<file path="src/rtl/pcie_rp_bringup_pkg.sv">
package pcie_rp_bringup_pkg;

  typedef enum logic [3:0] {
    ST_IDLE, ST_HOLD, ST_PREP, ST_REL, ST_CLKREQ,
    ST_UNWIND, ST_STAB, ST_POLL, ST_DONE, ST_FAIL, ST_ERR
  } seqState_t;

  // strobes from control to datapath
  typedef struct packed {
    logic loadHold;
    logic loadAck;
    logic loadStab;
    logic loadGap;
    logic tmrDec;
    logic reqFirst;
    logic reqNext;
    logic reqDrop;
    logic reqClrAll;
    logic idxDec;
    logic pollClr;
    logic pollInc;
  } seqStrobe_t;

endpackage

</file>
<file path="src/rtl/pcie_rp_bringup_dp.sv">
module pcie_rp_bringup_dp
  import pcie_rp_bringup_pkg::*;
#(
  parameter int NUM_CLK   = 4,
  parameter int HOLD_CYC  = 2000,
  parameter int STAB_CYC  = 300,
  parameter int ACK_TMO   = 16,
  parameter int POLL_GAP  = 100,
  parameter int MAX_POLLS = 10
) (
  input  logic               clk,
  input  logic               rstN,
  input  seqStrobe_t         stb,
  input  logic [NUM_CLK-1:0] clkAck,
  output logic [NUM_CLK-1:0] clkReq,
  output logic               tmrZero,
  output logic               ackCur,
  output logic               idxLast,
  output logic               idxZero,
  output logic               pollLast
);
  localparam int MAX_A  = (HOLD_CYC > STAB_CYC) ? HOLD_CYC : STAB_CYC;
  localparam int MAX_B  = (ACK_TMO > POLL_GAP) ? ACK_TMO : POLL_GAP;
  localparam int MAX_C  = (MAX_A > MAX_B) ? MAX_A : MAX_B;
  localparam int TMR_W  = $clog2(MAX_C + 1);
  localparam int IDX_W  = (NUM_CLK > 1) ? $clog2(NUM_CLK) : 1;
  localparam int POLL_W = $clog2(MAX_POLLS + 1);

  logic [TMR_W-1:0]  tmr;
  logic [IDX_W-1:0]  clkIdx;
  logic [IDX_W-1:0]  idxNxt;
  logic [POLL_W-1:0] pollCnt;

  assign idxNxt = clkIdx + IDX_W'(1);

  always_ff @(posedge clk or negedge rstN) begin
    if (!rstN) begin
      tmr <= '0;
    end else if (stb.loadHold) begin
      tmr <= TMR_W'(HOLD_CYC - 1);
    end else if (stb.loadAck) begin
      tmr <= TMR_W'(ACK_TMO - 1);
    end else if (stb.loadStab) begin
      tmr <= TMR_W'(STAB_CYC - 1);
    end else if (stb.loadGap) begin
      tmr <= TMR_W'(POLL_GAP - 1);
    end else if (stb.tmrDec) begin
      tmr <= tmr - TMR_W'(1);
    end
  end

  always_ff @(posedge clk or negedge rstN) begin
    if (!rstN) begin
      clkIdx <= '0;
      clkReq <= '0;
    end else begin
      if (stb.reqClrAll) begin
        clkReq <= '0;
      end else if (stb.reqFirst) begin
        clkReq[0] <= 1'b1;
      end else if (stb.reqNext) begin
        clkReq[idxNxt] <= 1'b1;
      end else if (stb.reqDrop) begin
        clkReq[clkIdx] <= 1'b0;
      end
      if (stb.reqFirst) begin
        clkIdx <= '0;
      end else if (stb.reqNext) begin
        clkIdx <= idxNxt;
      end else if (stb.idxDec) begin
        clkIdx <= clkIdx - IDX_W'(1);
      end
    end
  end

  always_ff @(posedge clk or negedge rstN) begin
    if (!rstN) begin
      pollCnt <= '0;
    end else if (stb.pollClr) begin
      pollCnt <= '0;
    end else if (stb.pollInc) begin
      pollCnt <= pollCnt + POLL_W'(1);
    end
  end

  assign tmrZero  = (tmr == '0);
  assign ackCur   = clkAck[clkIdx];
  assign idxLast  = (clkIdx == IDX_W'(NUM_CLK - 1));
  assign idxZero  = (clkIdx == '0);
  assign pollLast = (pollCnt == POLL_W'(MAX_POLLS - 1));

endmodule

</file>
<file path="src/rtl/pcie_rp_bringup_ctrl.sv">
module pcie_rp_bringup_ctrl
  import pcie_rp_bringup_pkg::*;
#(
  parameter bit POWER_ON_EN = 1'b1
) (
  input  logic       clk,
  input  logic       rstN,
  input  logic       start,
  input  logic       linkUp,
  input  logic       tmrZero,
  input  logic       ackCur,
  input  logic       idxLast,
  input  logic       idxZero,
  input  logic       pollLast,
  output seqStrobe_t stb,
  output logic       epResetN,
  output logic       phyTestPd,
  output logic       refClkEn,
  output logic       powerOn,
  output logic       ltssmEn,
  output logic       busy,
  output logic       done,
  output logic       linkFail,
  output logic       clkErr
);
  seqState_t state, stateNxt;

  always_ff @(posedge clk or negedge rstN) begin
    if (!rstN) state <= ST_IDLE;
    else       state <= stateNxt;
  end

  always_comb begin
    stateNxt = state;
    stb      = '0;
    unique case (state)
      ST_IDLE, ST_DONE, ST_FAIL, ST_ERR: begin
        if (start) begin
          stb.loadHold  = 1'b1;
          stb.reqClrAll = 1'b1;
          stateNxt      = ST_HOLD;
        end
      end
      ST_HOLD: begin
        if (tmrZero) stateNxt = ST_PREP;
        else         stb.tmrDec = 1'b1;
      end
      ST_PREP: stateNxt = ST_REL;
      ST_REL: begin
        stb.reqFirst = 1'b1;
        stb.loadAck  = 1'b1;
        stateNxt     = ST_CLKREQ;
      end
      ST_CLKREQ: begin
        if (ackCur) begin
          if (idxLast) begin
            stb.loadStab = 1'b1;
            stateNxt     = ST_STAB;
          end else begin
            stb.reqNext = 1'b1;
            stb.loadAck = 1'b1;
          end
        end else if (tmrZero) begin
          stateNxt = ST_UNWIND;
        end else begin
          stb.tmrDec = 1'b1;
        end
      end
      ST_UNWIND: begin
        stb.reqDrop = 1'b1;
        if (idxZero) stateNxt = ST_ERR;
        else         stb.idxDec = 1'b1;
      end
      ST_STAB: begin
        if (tmrZero) begin
          stb.pollClr = 1'b1;
          stateNxt    = ST_POLL;
        end else begin
          stb.tmrDec = 1'b1;
        end
      end
      ST_POLL: begin
        if (tmrZero) begin
          if (linkUp) begin
            stateNxt = ST_DONE;
          end else if (pollLast) begin
            stateNxt = ST_FAIL;
          end else begin
            stb.pollInc = 1'b1;
            stb.loadGap = 1'b1;
          end
        end else begin
          stb.tmrDec = 1'b1;
        end
      end
      default: stateNxt = ST_IDLE;
    endcase
  end

  logic relPhase;
  assign relPhase  = !(state inside {ST_IDLE, ST_HOLD, ST_PREP});
  assign epResetN  = !(state inside {ST_IDLE, ST_HOLD});
  assign phyTestPd = !relPhase;
  assign refClkEn  = relPhase;
  assign powerOn   = POWER_ON_EN && relPhase;
  assign ltssmEn   = state inside {ST_POLL, ST_DONE, ST_FAIL};
  assign busy      = !(state inside {ST_IDLE, ST_DONE, ST_FAIL, ST_ERR});
  assign done      = (state == ST_DONE);
  assign linkFail  = (state == ST_FAIL);
  assign clkErr    = (state == ST_ERR);

endmodule

</file>
<file path="src/rtl/pcie_rp_bringup.sv">
module pcie_rp_bringup
  import pcie_rp_bringup_pkg::*;
#(
  parameter int NUM_CLK     = 4,
  parameter int HOLD_CYC    = 2000,
  parameter int STAB_CYC    = 300,
  parameter int ACK_TMO     = 16,
  parameter int POLL_GAP    = 100,
  parameter int MAX_POLLS   = 10,
  parameter bit POWER_ON_EN = 1'b1
) (
  input  logic               clk,
  input  logic               rstN,
  input  logic               start,
  input  logic [NUM_CLK-1:0] clkAck,
  input  logic               linkUp,
  output logic               epResetN,
  output logic               phyTestPd,
  output logic               refClkEn,
  output logic               powerOn,
  output logic [NUM_CLK-1:0] clkReq,
  output logic               ltssmEn,
  output logic               busy,
  output logic               done,
  output logic               linkFail,
  output logic               clkErr
);
  seqStrobe_t stb;
  logic tmrZero, ackCur, idxLast, idxZero, pollLast;

  pcie_rp_bringup_ctrl #(.POWER_ON_EN(POWER_ON_EN)) ctrl_i (
    .clk(clk), .rstN(rstN), .start(start), .linkUp(linkUp),
    .tmrZero(tmrZero), .ackCur(ackCur), .idxLast(idxLast),
    .idxZero(idxZero), .pollLast(pollLast), .stb(stb),
    .epResetN(epResetN), .phyTestPd(phyTestPd), .refClkEn(refClkEn),
    .powerOn(powerOn), .ltssmEn(ltssmEn), .busy(busy), .done(done),
    .linkFail(linkFail), .clkErr(clkErr)
  );

  pcie_rp_bringup_dp #(
    .NUM_CLK(NUM_CLK), .HOLD_CYC(HOLD_CYC), .STAB_CYC(STAB_CYC),
    .ACK_TMO(ACK_TMO), .POLL_GAP(POLL_GAP), .MAX_POLLS(MAX_POLLS)
  ) dp_i (
    .clk(clk), .rstN(rstN), .stb(stb), .clkAck(clkAck), .clkReq(clkReq),
    .tmrZero(tmrZero), .ackCur(ackCur), .idxLast(idxLast),
    .idxZero(idxZero), .pollLast(pollLast)
  );

endmodule

</file>
<file path="config.mk">
export PLATFORM = sky130hd
export DESIGN_NAME = pcie_rp_bringup
export DESIGN_NICKNAME = d
export VERILOG_FILES = /design/src/rtl/pcie_rp_bringup_pkg.sv /design/src/rtl/pcie_rp_bringup_dp.sv /design/src/rtl/pcie_rp_bringup_ctrl.sv /design/src/rtl/pcie_rp_bringup.sv
export SDC_FILE = /design/constraint.sdc
export NUM_CORES = 1
export LEC_CHECK = 0
export CAP_MARGIN = 20
export CORE_UTILIZATION = 55
export DETAILED_ROUTE_END_ITERATION = 10
export PLACE_DENSITY = 0.85
export SLEW_MARGIN = 20
export SYNTH_ARGS = -nofsm -noshare
export SYNTH_HDL_FRONTEND = slang
export SYNTH_HIERARCHICAL = 1
export SYNTH_SLANG_ARGS = --single-unit
export TNS_END_PERCENT = 10
</file>
<file path="constraint.sdc">
create_clock -name clk -period 5 [get_ports clk]
set_clock_uncertainty 0.1 [all_clocks]
set_input_delay 0.5 -clock clk [delete_from_list [all_inputs] [get_ports clk]]
set_output_delay 0.5 -clock clk [all_outputs]
set_load 0.03 [all_outputs]
</file>
Yosys cells after proc, flatten, opt, wreduce, memory -nomap -nowiden
Index checks and enable logic that the tools add are counted.
- register bits: 25
- input bits: 8
- reduce and logical (&&, ||, !) cells: 21
- bitwise logic cells: 3
- multiplexer cells: 54
- equal/unequal tests: 21
- order comparisons: 4
- add/subtract/negate cells: 4
- operators with widths (cell ; number):
    4-bit two-way mux ; 15
    11-bit two-way mux ; 5
    4-bit case mux with 8 select lines ; 1
    1-bit two-way mux ; 23
    4-bit by 3-bit equality test with 1-bit output, second input constant ; 4
    4-bit equality test, second input constant ; 4
    3-bit nonzero test ; 4
    11-bit zero test ; 1
    11-bit by 1-bit subtractor with 11-bit output, second input constant ; 1
    3-bit by 2-bit inequality test with 1-bit output, second input constant ; 3
    4-bit by 2-bit equality test with 1-bit output, second input constant ; 2
    2-bit two-way mux ; 4
    2-bit by 1-bit inequality test with 1-bit output, second input constant ; 4
    8-bit AND reduction ; 1
    4-bit nonzero test ; 2
    2-bit by 3-bit < comparator with 1-bit output, second input constant ; 2
    5-bit nonzero test ; 1
    4-bit by 1-bit adder with 4-bit output, second input constant ; 1
    4-bit AND ; 1
    1-bit demux with 2-bit select ; 2
    4-bit by 1-bit equality test with 1-bit output, second input constant ; 1
    2-bit by 1-bit >= comparator with 1-bit output, second input constant ; 2
    4-bit zero test ; 1
    2-bit inequality test, second input constant ; 2
    other kinds (15) ; 20

Logic depth before layout (Yosys ltp)
Gate-level depths: netlist of the first run.
- depth after elaboration: 10
- depth in mapped cells: 12

By module
The synthesis of the first run kept the hierarchy.
- modules (own cells, without submodules) (module ; cells each ; area each (um^2) ; times used ; sequential area each (um^2)):
    pcie_rp_bringup_dp ; 124 ; 1228.7 ; 1 ; 525.5
    pcie_rp_bringup_ctrl ; 68 ; 548.0 ; 1 ; 100.1

Least setup slack after synthesis of the first run
OpenSTA, ideal clock, no wires.
- kind: register to register
- start: register dp_i.pollCnt[0]
- end: register dp_i.tmr[6]
- arrival time: 2108 ps
- stages on the path, launching flop included: 11
- period minus slack after synthesis: 2334 ps
- setup time: 126 ps
- setup slack: 2666 ps
- required time: 4774 ps
- cells stage by stage: dfrtp_1 > ha_1 > nand2_1 > nor2_1 > nor4_2 > and2_1 > buf_4 > or3_1 > buf_2 > nor3_2 > o32a_1
- RTL lines (item ; RTL line ; text):
    start, declared ; pcie_rp_bringup_dp.sv:32 ; logic [POLL_W-1:0] pollCnt;
    start signal, assigned ; pcie_rp_bringup_dp.sv:82 ; pollCnt <= pollCnt + POLL_W'(1);
    end signal, assigned ; pcie_rp_bringup_dp.sv:40 ; tmr <= TMR_W'(HOLD_CYC - 1);
    end signal, assigned ; pcie_rp_bringup_dp.sv:42 ; tmr <= TMR_W'(ACK_TMO - 1);
    end signal, assigned ; pcie_rp_bringup_dp.sv:44 ; tmr <= TMR_W'(STAB_CYC - 1);
    end, declared ; pcie_rp_bringup_dp.sv:29 ; logic [TMR_W-1:0] tmr;

==> impl_metrics.csv, run 1 <==
group,metric,value,unit
outcome,status,"completed",
routing,wl_met2,1848,um
pwr,peakVddDrop,0.2327,mV
clocking,cts_buffers,3,
routing,remaining_drc_errors,0,
routing,viasPerCell,5.799,
yosys,postSynthCellCount,192,
placed_design,gp_congestion,0.8902,
grt,grt_pass1_vias,1376,
pwr,swShare,39.61,%
clocking,cts-root-buf,"clkbuf_4",
clocking,post-cts-setup-buffers,0,
grt,globalRouteTotalUtil,22.65,%
routing,dr_total_vias,1444,
timing,rsz0062_at_grt,"false",
yosys,synth_area_leaders,"dfrtp_1 (35%), ha_1 (4.9%), nor2_1 (4.2%)",
clocking,insertion_delay,0.32,ns
floorplanning,core.rowCount,20,
timing,finalCritPeriodShare,57.71,%
placed_design,post-dp-hpwl,2705,um
finish,layout-drive-gt1-share,10.24,%
floorplanning,die_w,58.84,um
min_path,hold_path_class,"in -> async",
pwr,combPwrFrac,35.8,%
worst_setup_path,crit_chain,"clkdlybuf4s50_1 > mux4_2 > o21bai_1 > a21oi_1 > nor2_1 > nor4b_4 > nand3_1 > xor2_1 > o21bai_1",
grt,grt_max_degree,26,
clocking,clk_pin_slew_worst_paths,0.14,ns
pwr,p_sw,0.0002707,W
worst_setup_path,cp.required,5.16,ns
grt,grt_pass1_wl,6037,um
pwr,power_frac_clock,13.6,%
timing,worst_pin_slew,1.018,ns
clocking,cts.sinks,25,
worst_setup_path,crit_path_max_fanout,10,
routing,met1_length,1576,um
yosys,ys_ff_latch,25,
grt,grt_overflow,0,
routing,top_layer,"met4",
yosys,synth_top_area_share,35.21,%
worst_setup_path,critPathBufInv,1,
run,drv_cap,0,
yosys,synth_edf_count,0,
timing,tns,0,ns
timing,slew_headroom,31.87,%
pwr,pwr-share-seq,50.7,%
floorplanning,coreArea,3053,um2
routing,dr.pass1.iters,4,
placed_design,dp_slack,1.742,ns
grt,antenna_found_initial,0,
routing,final_antenna_net_count,0,
clocking,cts_tree,"done",
finish,nets,221,
yosys,yosys_warnings,6,
timing,fin_ws,2.115,ns
floorplanning,start_util,58.20,%
clocking,clock_path_buffers,2,
placed_design,portBuffers,20,
yosys,synth_flop_cell,"dfrtp_1",
finish,n_antenna_cell,0,
worst_setup_path,cp-end-kind,"register",
timing,max_freq,346.6,MHz
worst_setup_path,worstPathArrival,3.04,ns
worst_setup_path,cp-start-kind,"input port",
worst_setup_path,path_class,"in -> reg",
yosys,yosysMostFrequentCell,"dfrtp_1",
routing,wirelength,3607,um
yosys,syn_nets,207,
yosys,ys_types,56,
routing,dr.first_iter.drc_count,45,
yosys,avgSynthCellArea,9.254,um2
yosys,yosys-top-cells-count,"dfrtp_1 (25), nor2_1 (20), nand2_1 (15)",
clocking,h-tree-depth,1,
pwr,power.density,345.9,nW/um2
timing,min_period,2.886,ns
yosys,ys_seq_area_share,35.21,%
clocking,hold_buffers,0,
clocking,cts_resized,0,
routing,dr_wl_met3,162,um
pwr,p_int,0.0004126,W
floorplanning,die_y,58.84,um
yosys,ys_async_sr_fraction,100.0,%
yosys,yosysTopAreaCell,"dfrtp_1",
timing,hold_viol_final,0,
finish,layout-area-overhead-vs-synth,11.20,%
timing,setup_viol,0,
pwr,leakagePower,0.8221,nW
worst_setup_path,critPathMaxStageDelay,0.53,ns
yosys,synth_area,1777,um2
floorplanning,ioPinCount,21,
worst_setup_path,crit_top_cell,"o21bai_1",
worst_setup_path,crit_slowest_cell,"mux4_2",
timing,maxSlewViolCount,0,
worst_setup_path,critPathTopFamily,"simple AND/OR/NAND/NOR gates",
floorplanning,dieArea,3462,um2
routing,wl_per_cell,14.49,um
layout make-up:
type | instances | area (um2)
clock buffer | 3 | 22.52
clock inverter | 1 | 7.507
fill | 253 | 1077
inverter | 13 | 48.80
multi-input combinational | 143 | 1021
sequential | 25 | 625.6
tap | 44 | 55.05
timing repair buffer | 20 | 195.2
final timing paths:
| check | end | start | cells past startpoint | slack, ns |
|---|---|---|---|---|
| max | dp_i/tmr[9]$_DFFE_PN0P_ | clkAck[3] | 9 | 2.11 |
| min | ctrl_i/state[2]$_DFFE_PN0P_ | rstN | 1 | 0.05 |
| max reg2reg | dp_i/tmr[9]$_DFFE_PN0P_ | dp_i/clkIdx[0]$_DFFE_PN0P_ | 8 | 2.21 |
| min reg2reg | dp_i/pollCnt[3]$_DFFE_PN0P_ | dp_i/pollCnt[3]$_DFFE_PN0P_ | 2 | 0.45 |
| max in group asynchronous | dp_i/tmr[5]$_DFFE_PN0P_ | rstN | 1 | 4.38 |
| min in group clk | dp_i/pollCnt[3]$_DFFE_PN0P_ | dp_i/pollCnt[3]$_DFFE_PN0P_ | 2 | 0.45 |
flip-flops by register name (all words and copies together) (netlist names):
register and count:
dp_i/pollCnt 4, dp_i/clkReq 4, dp_i/clkIdx 2, dp_i/tmr 11
ctrl_i/state 4
metal layers:
layer / up-vias / global-route usage, %
met5: - / 0
met2: 38 / 39.29
met4: 0 / 6.803
met1: 707 / 28.49
li1: 697 / -
met3: 2 / 4.396
cells by family (layout without fill, tap and decap cells):
logic type,count (synthesis),count (layout),share of synthesized area (%)
buffers and inverters,24,37,7.324
XOR/XNOR,12,12,5.915
flip-flops,25,25,35.21
multiplexers,4,4,3.028
adder cells (fa/ha/maj),7,7,4.929
AND/OR/NAND/NOR,80,80,27.75
AO/OA/AOI/OAI,40,40,15.85
worst register-to-register path, stage by stage, from the launching register on:
cell and delay, ns:
dfrtp_1 0.45, mux4_2 0.58, o21bai_1 0.17, a21oi_1 0.12, nor2_1 0.54, nor4b_4 0.38, nand3_1 0.14, xor2_1 0.16
o21bai_1 0.11
cells in the final DEF (no fill, tap or decap), types with 3 or more instances in the layout:
cell type        Yosys  routed
inv_1               11      11
nand2b_1             3       3
nand3_1              3       3
nor2_1              20      20
xor2_1               7       7
clkdlybuf4s50_1      0      19
dfrtp_1             25      25
a21oi_1             13      13
xnor2_1              5       5
clkbuf_4             0       3
nor3_1              11      11
o22ai_1              3       3
ha_1                 7       7
o21bai_1             5       5
nand2_1             15      15
through the flow:
step | util [%] | instances | hold WS [ns] | area, um2 | total power [W]
floorplan | - | 192 | 0.1044 | 1777 | 0.0005307
global placement | 63.89 | 245 | 0.4293 | 1951 | 0.0005783
detailed placement | 63.89 | 245 | 0.4303 | 1951 | 0.0005931
CTS | 64.88 | 249 | 0.4628 | 1981 | 0.0006867
global route | 64.71 | 249 | 0.07956 | 1976 | 0.0007348
finish | 64.71 | 249 | 0.05025 | 1976 | 0.0006833
power by group through the flow:
stage	Combinational (W)	Clock [W]	Sequential, W
floorplan	0.000201	0	0.000329
global placement	0.000233	0	0.000345
detailed placement	0.000245	0	0.000348
CTS	0.000245	0.0000967	0.000345
global route	0.000276	0.000103	0.000356
finish	0.000244	0.0000927	0.000346
No activity file was read; power rests on OpenSTA's default activity.
==> run 2, diff against run 1 <==
--- a/config.mk
+++ b/config.mk
@@ -6,9 +6,9 @@
 export NUM_CORES = 1
 export LEC_CHECK = 0
 export CAP_MARGIN = 20
-export CORE_UTILIZATION = 55
+export CORE_UTILIZATION = 50
 export DETAILED_ROUTE_END_ITERATION = 10
-export PLACE_DENSITY = 0.85
+export PLACE_DENSITY = 0.81
 export SLEW_MARGIN = 20
 export SYNTH_ARGS = -nofsm -noshare
 export SYNTH_HDL_FRONTEND = slang
==> constraint.sdc (replaced) <==
create_clock -name clk -period 2.6 [get_ports clk]
set_clock_uncertainty 0.1 [all_clocks]
set_input_delay 0.26 -clock clk [delete_from_list [all_inputs] [get_ports clk]]
set_output_delay 0.26 -clock clk [all_outputs]
set_load 0.03 [all_outputs]
==> run 2 against run 1 <==
  * Final cell count grew 5.2%
  * Via count shrank 0.42%
  * Die area grew 9.7%
  * Sequential share of layout area shrank 1.3 points
  * Flip-flop and latch count is the same
  * Critical path depth shrank 5
  * Register-to-register slack lost 2.1 ns
  * Utilization shrank 3.3 points
  * First-iteration DRC count grew 27%
  * Global-route usage shrank 1.8 points
  * Highest routed layer unchanged
==> impl_metrics.csv, run 2 (same netlist as run 1, synthesis figures left out) <==
group,metric,value,unit
routing,final_antenna_net_count,0,
finish,layout-area-overhead-vs-synth,16.34,%
placed_design,gp_congestion,0.8783,
finish,largest_reg_flops,11,
clocking,clk_pin_slew_worst_paths,0.15,ns
clocking,cts_tree,"done",
worst_setup_path,crit_slowest_cell,"clkdlybuf4s50_1",
timing,finalCritPeriodShare,94.26,%
worst_setup_path,cp.required,2.24,ns
clocking,cts.sinks,25,
grt,grt_pass1_wl,5851,um
floorplanning,core.rowCount,21,
worst_setup_path,r2r_start,"dp_i/clkIdx[0]$_DFFE_PN0P_",
finish,final_common_cell,"dfrtp_1",
finish,layout-drive-gt1-share,14.81,%
timing,setup_viol,0,
timing,rsz0062_at_grt,"false",
pwr,peakVddDrop,0.5494,mV
worst_setup_path,critPathLaunch,"ctrl_i/state[0]$_DFFE_PN0P_",
timing,worst_pin_slew,0.5540,ns
grt,globalRouteTotalUtil,20.80,%
worst_setup_path,cp-end-kind,"output port",
timing,hold_viol_final,0,
routing,viasPerCell,5.489,
placed_design,dp_slack,-0.03233,ns
routing,wirelength,3546,um
clocking,insertion_delay,0.32,ns
routing,remaining_drc_errors,0,
floorplanning,die_y,61.61,um
clocking,cts_buffers,3,
worst_setup_path,crit_chain,"nand2_1 > and2_1 > inv_1 > clkdlybuf4s50_1",
worst_setup_path,path_class,"reg -> out",
routing,dr.pass1.iters,4,
clocking,post-cts-setup-buffers,0,
grt,antenna_found_initial,0,
worst_setup_path,r2r_end,"dp_i/tmr[9]$_DFFE_PN0P_",
finish,regMostFlops,"dp_i/tmr",
pwr,leakagePower,0.8798,nW
finish,final_cells,262,
finish,final_cell_mix,"dfrtp_1 (24), nor2_1 (20), clkdlybuf4s50_1 (20)",
outcome,status,"completed",
timing,min_period,2.451,ns
finish,n_antenna_cell,0,
grt,grt_overflow,0,
placed_design,post-dp-hpwl,2677,um
clocking,clock_path_buffers,2,
worst_setup_path,crit_path_max_fanout,12,
floorplanning,ioPinCount,21,
worst_setup_path,worstPathArrival,2.09,ns
run,drv_cap,0,
pwr,power.density,640.0,nW/um2
floorplanning,die_w,61.61,um
timing,maxSlewViolCount,0,
floorplanning,start_util,52.83,%
routing,dr.first_iter.drc_count,57,
floorplanning,dieArea,3796,um2
clocking,cts-root-buf,"clkbuf_4",
min_path,hold_path_class,"in -> async",
worst_setup_path,crit_end,"powerOn",
placed_design,dp_cells,258,
grt,grt_max_degree,26,
finish,nets,232,
routing,wl_per_cell,13.53,um
routing,dr_total_vias,1438,
worst_setup_path,r2r_setup_slack,0.16,ns
floorplanning,coreArea,3363,um2
worst_setup_path,rr_worst_depth,8,
timing,slew_headroom,62.93,%
clocking,h-tree-depth,1,
placed_design,portBuffers,20,
worst_setup_path,cp-start-kind,"register",
timing,fin_ws,0.1493,ns
grt,grt_pass1_vias,1278,
worst_setup_path,critPathMaxStageDelay,0.66,ns
timing,max_freq,408.0,MHz
run 2: critical path, delay by kind of cell, from the launching register on:
kind	cells	cell delay, ns
and+or+nand+nor	2	0.43
buffers and inverters	2	0.73
DFF	1	0.61
run 2: worst min-delay path by stage:
stage	start	end	slack, ns	cells after the start
3_3_place_gp	dp_i/pollCnt[3]$_DFFE_PN0P_	dp_i/pollCnt[3]$_DFFE_PN0P_	0.43	2
3_5_place_dp	dp_i/pollCnt[3]$_DFFE_PN0P_	dp_i/pollCnt[3]$_DFFE_PN0P_	0.43	2
6_report	rstN	dp_i/tmr[9]$_DFFE_PN0P_	0.17	2
5_1_grt	rstN	dp_i/tmr[2]$_DFFE_PN0P_	0.20	2
2_1_floorplan	rstN	ctrl_i/state[0]$_DFFE_PN0P_	-0.14	0
4_1_cts	rstN	dp_i/tmr[2]$_DFFE_PN0P_	0.18	2
run 2: area by class of cell:
class	instances	area, um2
flip-flops and latches	25	626.9
repair buffers	31	282.8
clock buffers	3	22.52
well taps	46	57.56
inverters	13	48.80
clock inverters	1	7.507
fillers	329	1296
multi-input cells	143	1021
run 2: metal layers:
layer	vias to the layer above	global-route usage (%)	share of wire, %
met5	-	0	0
met4	0	5.714	0.59
met3	2	1.891	3.2
met2	27	34.10	47
met1	686	29.40	49
li1	723	-	-
run 2: timing repair:
item                                    CTS  global route
hold buffers                              0             0
endpoints found under the setup margin    0             1
resized for setup                         0             1
run 2: per-stage QoR:
step                instance area [um2]  setup TNS [ns]  util (%)  hold slack [ns]  power (W)
floorplan                          1777               0         -          -0.1356   0.001021
detailed placement                 2036        -0.03233     60.53           0.4266   0.001147
global placement                   2036               0     60.53           0.4267   0.001131
CTS                                2066               0     61.42           0.1835   0.001328
finish                             2067               0     61.46           0.1742   0.001323
global route                       2067               0     61.46           0.2041   0.001418
run 2: power breakdown:
part	internal [W]	switching (W)	total (W)
sequential	0.000496	0.000169	0.000664
combinational	0.000248	0.000232	0.000480
clock	0.0000586	0.000120	0.000179
==> run 3, diff against run 2 <==
--- a/config.mk
+++ b/config.mk
@@ -6,9 +6,10 @@
 export NUM_CORES = 1
 export LEC_CHECK = 0
 export CAP_MARGIN = 20
-export CORE_UTILIZATION = 50
+export CORE_UTILIZATION = 55
 export DETAILED_ROUTE_END_ITERATION = 10
-export PLACE_DENSITY = 0.81
+export PLACE_DENSITY = 0.85
+export RECOVER_POWER = 50
 export SLEW_MARGIN = 20
 export SYNTH_ARGS = -nofsm -noshare
 export SYNTH_HDL_FRONTEND = slang
==> constraint.sdc (replaced) <==
create_clock -name clk -period 2.8 [get_ports clk]
set_clock_uncertainty 0.1 [all_clocks]
set_input_delay 0.28 -clock clk [delete_from_list [all_inputs] [get_ports clk]]
set_output_delay 0.28 -clock clk [all_outputs]
set_load 0.03 [all_outputs]
==> run 3 against run 2 <==
  * Flip-flop and latch count did not move
  * Utilization increased by 5.1 points
  * Via count grew 4.6%
  * Cell area down 1.7%
  * Sequential power fell by 6.6%
  * Setup slack better by 0.052 ns
  * Largest cell class unchanged
==> impl_metrics.csv, run 3 (same netlist as run 1, synthesis figures left out) <==
group,metric,value,unit
outcome,status,"completed",
worst_setup_path,cp-end-kind,"output port",
floorplanning,die_y,58.84,um
worst_setup_path,cp-start-kind,"register",
timing,maxSlewViolCount,0,
pwr,p_sw,0.0005064,W
worst_setup_path,critPathTopFamily,"buffers and inverters",
placed_design,place_area,2011,um2
worst_setup_path,worstPathArrival,2.22,ns
worst_setup_path,critPathMaxStageDelay,0.72,ns
routing,dr.pass1.iters,4,
routing,dr.first_iter.drc_count,62,
grt,antenna_found_initial,0,
finish,final_cell_mix,"dfrtp_1 (25), nor2_1 (20), nand2_1 (15), clkdlybuf4s50_1 (15), a21oi_1 (13)",
timing,min_period,2.599,ns
clocking,cts_resized,0,
finish,final_common_cell,"dfrtp_1",
min_path,hold_path_class,"reg -> reg",
floorplanning,coreArea,3053,um2
grt,grt_pass1_vias,1470,
worst_setup_path,r2r_end,"dp_i/tmr[5]$_DFFE_PN0P_",
routing,viasPerCell,5.852,
placed_design,post-dp-hpwl,2962,um
pwr,peakVddDrop,0.3710,mV
finish,largest_reg_flops,11,
run,drv_cap,0,
clocking,insertion_delay,0.33,ns
floorplanning,core.rowCount,20,
floorplanning,dieArea,3462,um2
clocking,cts_tree,"done",
timing,tns,0,ns
routing,wl_per_cell,14.98,um
clocking,cts_buffers,3,
pwr,pwr-share-seq,49.6,%
floorplanning,die_w,58.84,um
routing,remaining_drc_errors,0,
worst_setup_path,crit_slowest_cell,"clkdlybuf4s50_1",
floorplanning,start_util,58.20,%
timing,whs,0.4846,ns
worst_setup_path,path_class,"reg -> out",
clocking,cts-root-buf,"clkbuf_4",
grt,grt_overflow,0,
finish,nets,229,
timing,slew_headroom,10.70,%
clocking,clk_pin_slew_worst_paths,0.14,ns
finish,regMostFlops,"dp_i/tmr",
placed_design,gp_congestion,0.9066,
pwr,p_int,0.0007431,W
worst_setup_path,r2r_start,"dp_i/tmr[5]$_DFFE_PN0P_",
clocking,cts.sinks,25,
clocking,clock_path_buffers,2,
timing,rsz0062_at_grt,"false",
grt,grt_pass1_wl,6492,um
timing,worst_pin_slew,1.340,ns
timing,finalCritPeriodShare,92.81,%
timing,max_freq,384.8,MHz
clocking,post-cts-setup-buffers,0,
worst_setup_path,cp.required,2.42,ns
finish,fill_cells,261,
pwr,swShare,40.53,%
worst_setup_path,worst-path-stages,4,
finish,design_area,2032,um2
routing,wirelength,3850,um
clocking,hold_buffers,0,
pwr,power_frac_clock,13.9,%
pwr,combPwrFrac,36.5,%
pwr,power.density,614.9,nW/um2
grt,grt_max_degree,26,
timing,setup_viol,0,
finish,layout-area-overhead-vs-synth,14.37,%
placed_design,portBuffers,20,
worst_setup_path,crit_chain,"inv_2 > nand2_1 > nor3_1 > clkdlybuf4s50_1",
grt,globalRouteTotalUtil,24.42,%
routing,final_antenna_net_count,0,
finish,layout-drive-gt1-share,12.21,%
clocking,h-tree-depth,1,
finish,n_antenna_cell,0,
pwr,finalPower,0.001249,W
timing,hold_viol_final,0,
worst_setup_path,critPathLaunch,"ctrl_i/state[2]$_DFFE_PN0P_",
worst_setup_path,crit_end,"clkErr",
floorplanning,ioPinCount,21,
finish,seqCellArea,625.6,um2
worst_setup_path,critPathBufInv,2,
worst_setup_path,crit_path_max_fanout,9,
routing,dr_total_vias,1504,
worst_setup_path,rr_worst_depth,9,
pwr,leakagePower,0.8716,nW
finish,finish.utilization,66.56,%
worst_setup_path,r2r_setup_slack,0.32,ns
finish,multi_input_area,1016,um2
## run 3: cell count changes in the layout (fill, tap and decap cells not counted)
cell,change
dfrtp_2,-1
clkdlybuf4s50_1,-5
dfrtp_1,+1
buf_4,-4
or3_4,-1
clkbuf_1,+1
or3_1,+1
dlygate4sd3_1,+5
## run 3: how the worst min path moves through the flow
stage	from	to	slack, ns	depth (start not counted)
after global routing	dp_i/pollCnt[3]$_DFFE_PN0P_	dp_i/pollCnt[3]$_DFFE_PN0P_	0.50	2
after detailed placement	dp_i/pollCnt[3]$_DFFE_PN0P_	dp_i/pollCnt[3]$_DFFE_PN0P_	0.46	2
after global placement	dp_i/pollCnt[3]$_DFFE_PN0P_	dp_i/pollCnt[3]$_DFFE_PN0P_	0.43	2
final	dp_i/pollCnt[3]$_DFFE_PN0P_	dp_i/pollCnt[3]$_DFFE_PN0P_	0.48	2
after CTS	rstN	dp_i/tmr[10]$_DFFE_PN0P_	0.19	2
after floorplan	rstN	ctrl_i/state[0]$_DFFE_PN0P_	-0.12	0
## run 3: final cells by class
type | instances | share of cell area, %
clock buffer | 3 | 1.108
clock inverter | 1 | 0.3695
inverter | 13 | 2.401
multi-input combinational | 143 | 50.00
sequential | 25 | 30.79
tap | 44 | 2.709
timing repair buffer | 28 | 12.62
## run 3: metrics by stage
stage          cells  worst slack (ns)
6_report         257            0.2013
4_1_cts          257            0.2327
5_1_grt          257            0.1211
3_5_place_dp     253            0.1835
2_1_floorplan    192            0.4663
3_3_place_gp     253            0.2379
## run 3: metal layers
layer / wire length (um) / up-vias / track usage [%] / share of wire, %
li1: - / 708 / - / -
met1: 1666 / 733 / 31.23 / 43
met2: 1887 / 47 / 39.45 / 49
met3: 156 / 16 / 3.297 / 4.1
met4: 139 / 0 / 14.29 / 3.6
met5: 0 / - / 0 / 0
## run 3: tightest hold or removal path, cell delays in order (launching register included)
cell	delay, ns
dfrtp_1	0.39
xor2_1	0.08
nor2_1	0.09
## run 3: power by group through the flow
| stage | Sequential (W) | Clock (W) | Combinational, W |
|---|---|---|---|
| 5_1_grt | 0.000637 | 0.000189 | 0.000500 |
| 2_1_floorplan | 0.000588 | 0 | 0.000359 |
| 3_5_place_dp | 0.000625 | 0 | 0.000456 |
| 3_3_place_gp | 0.000612 | 0 | 0.000431 |
| 4_1_cts | 0.000618 | 0.000178 | 0.000459 |
| 6_report | 0.000620 | 0.000173 | 0.000456 |
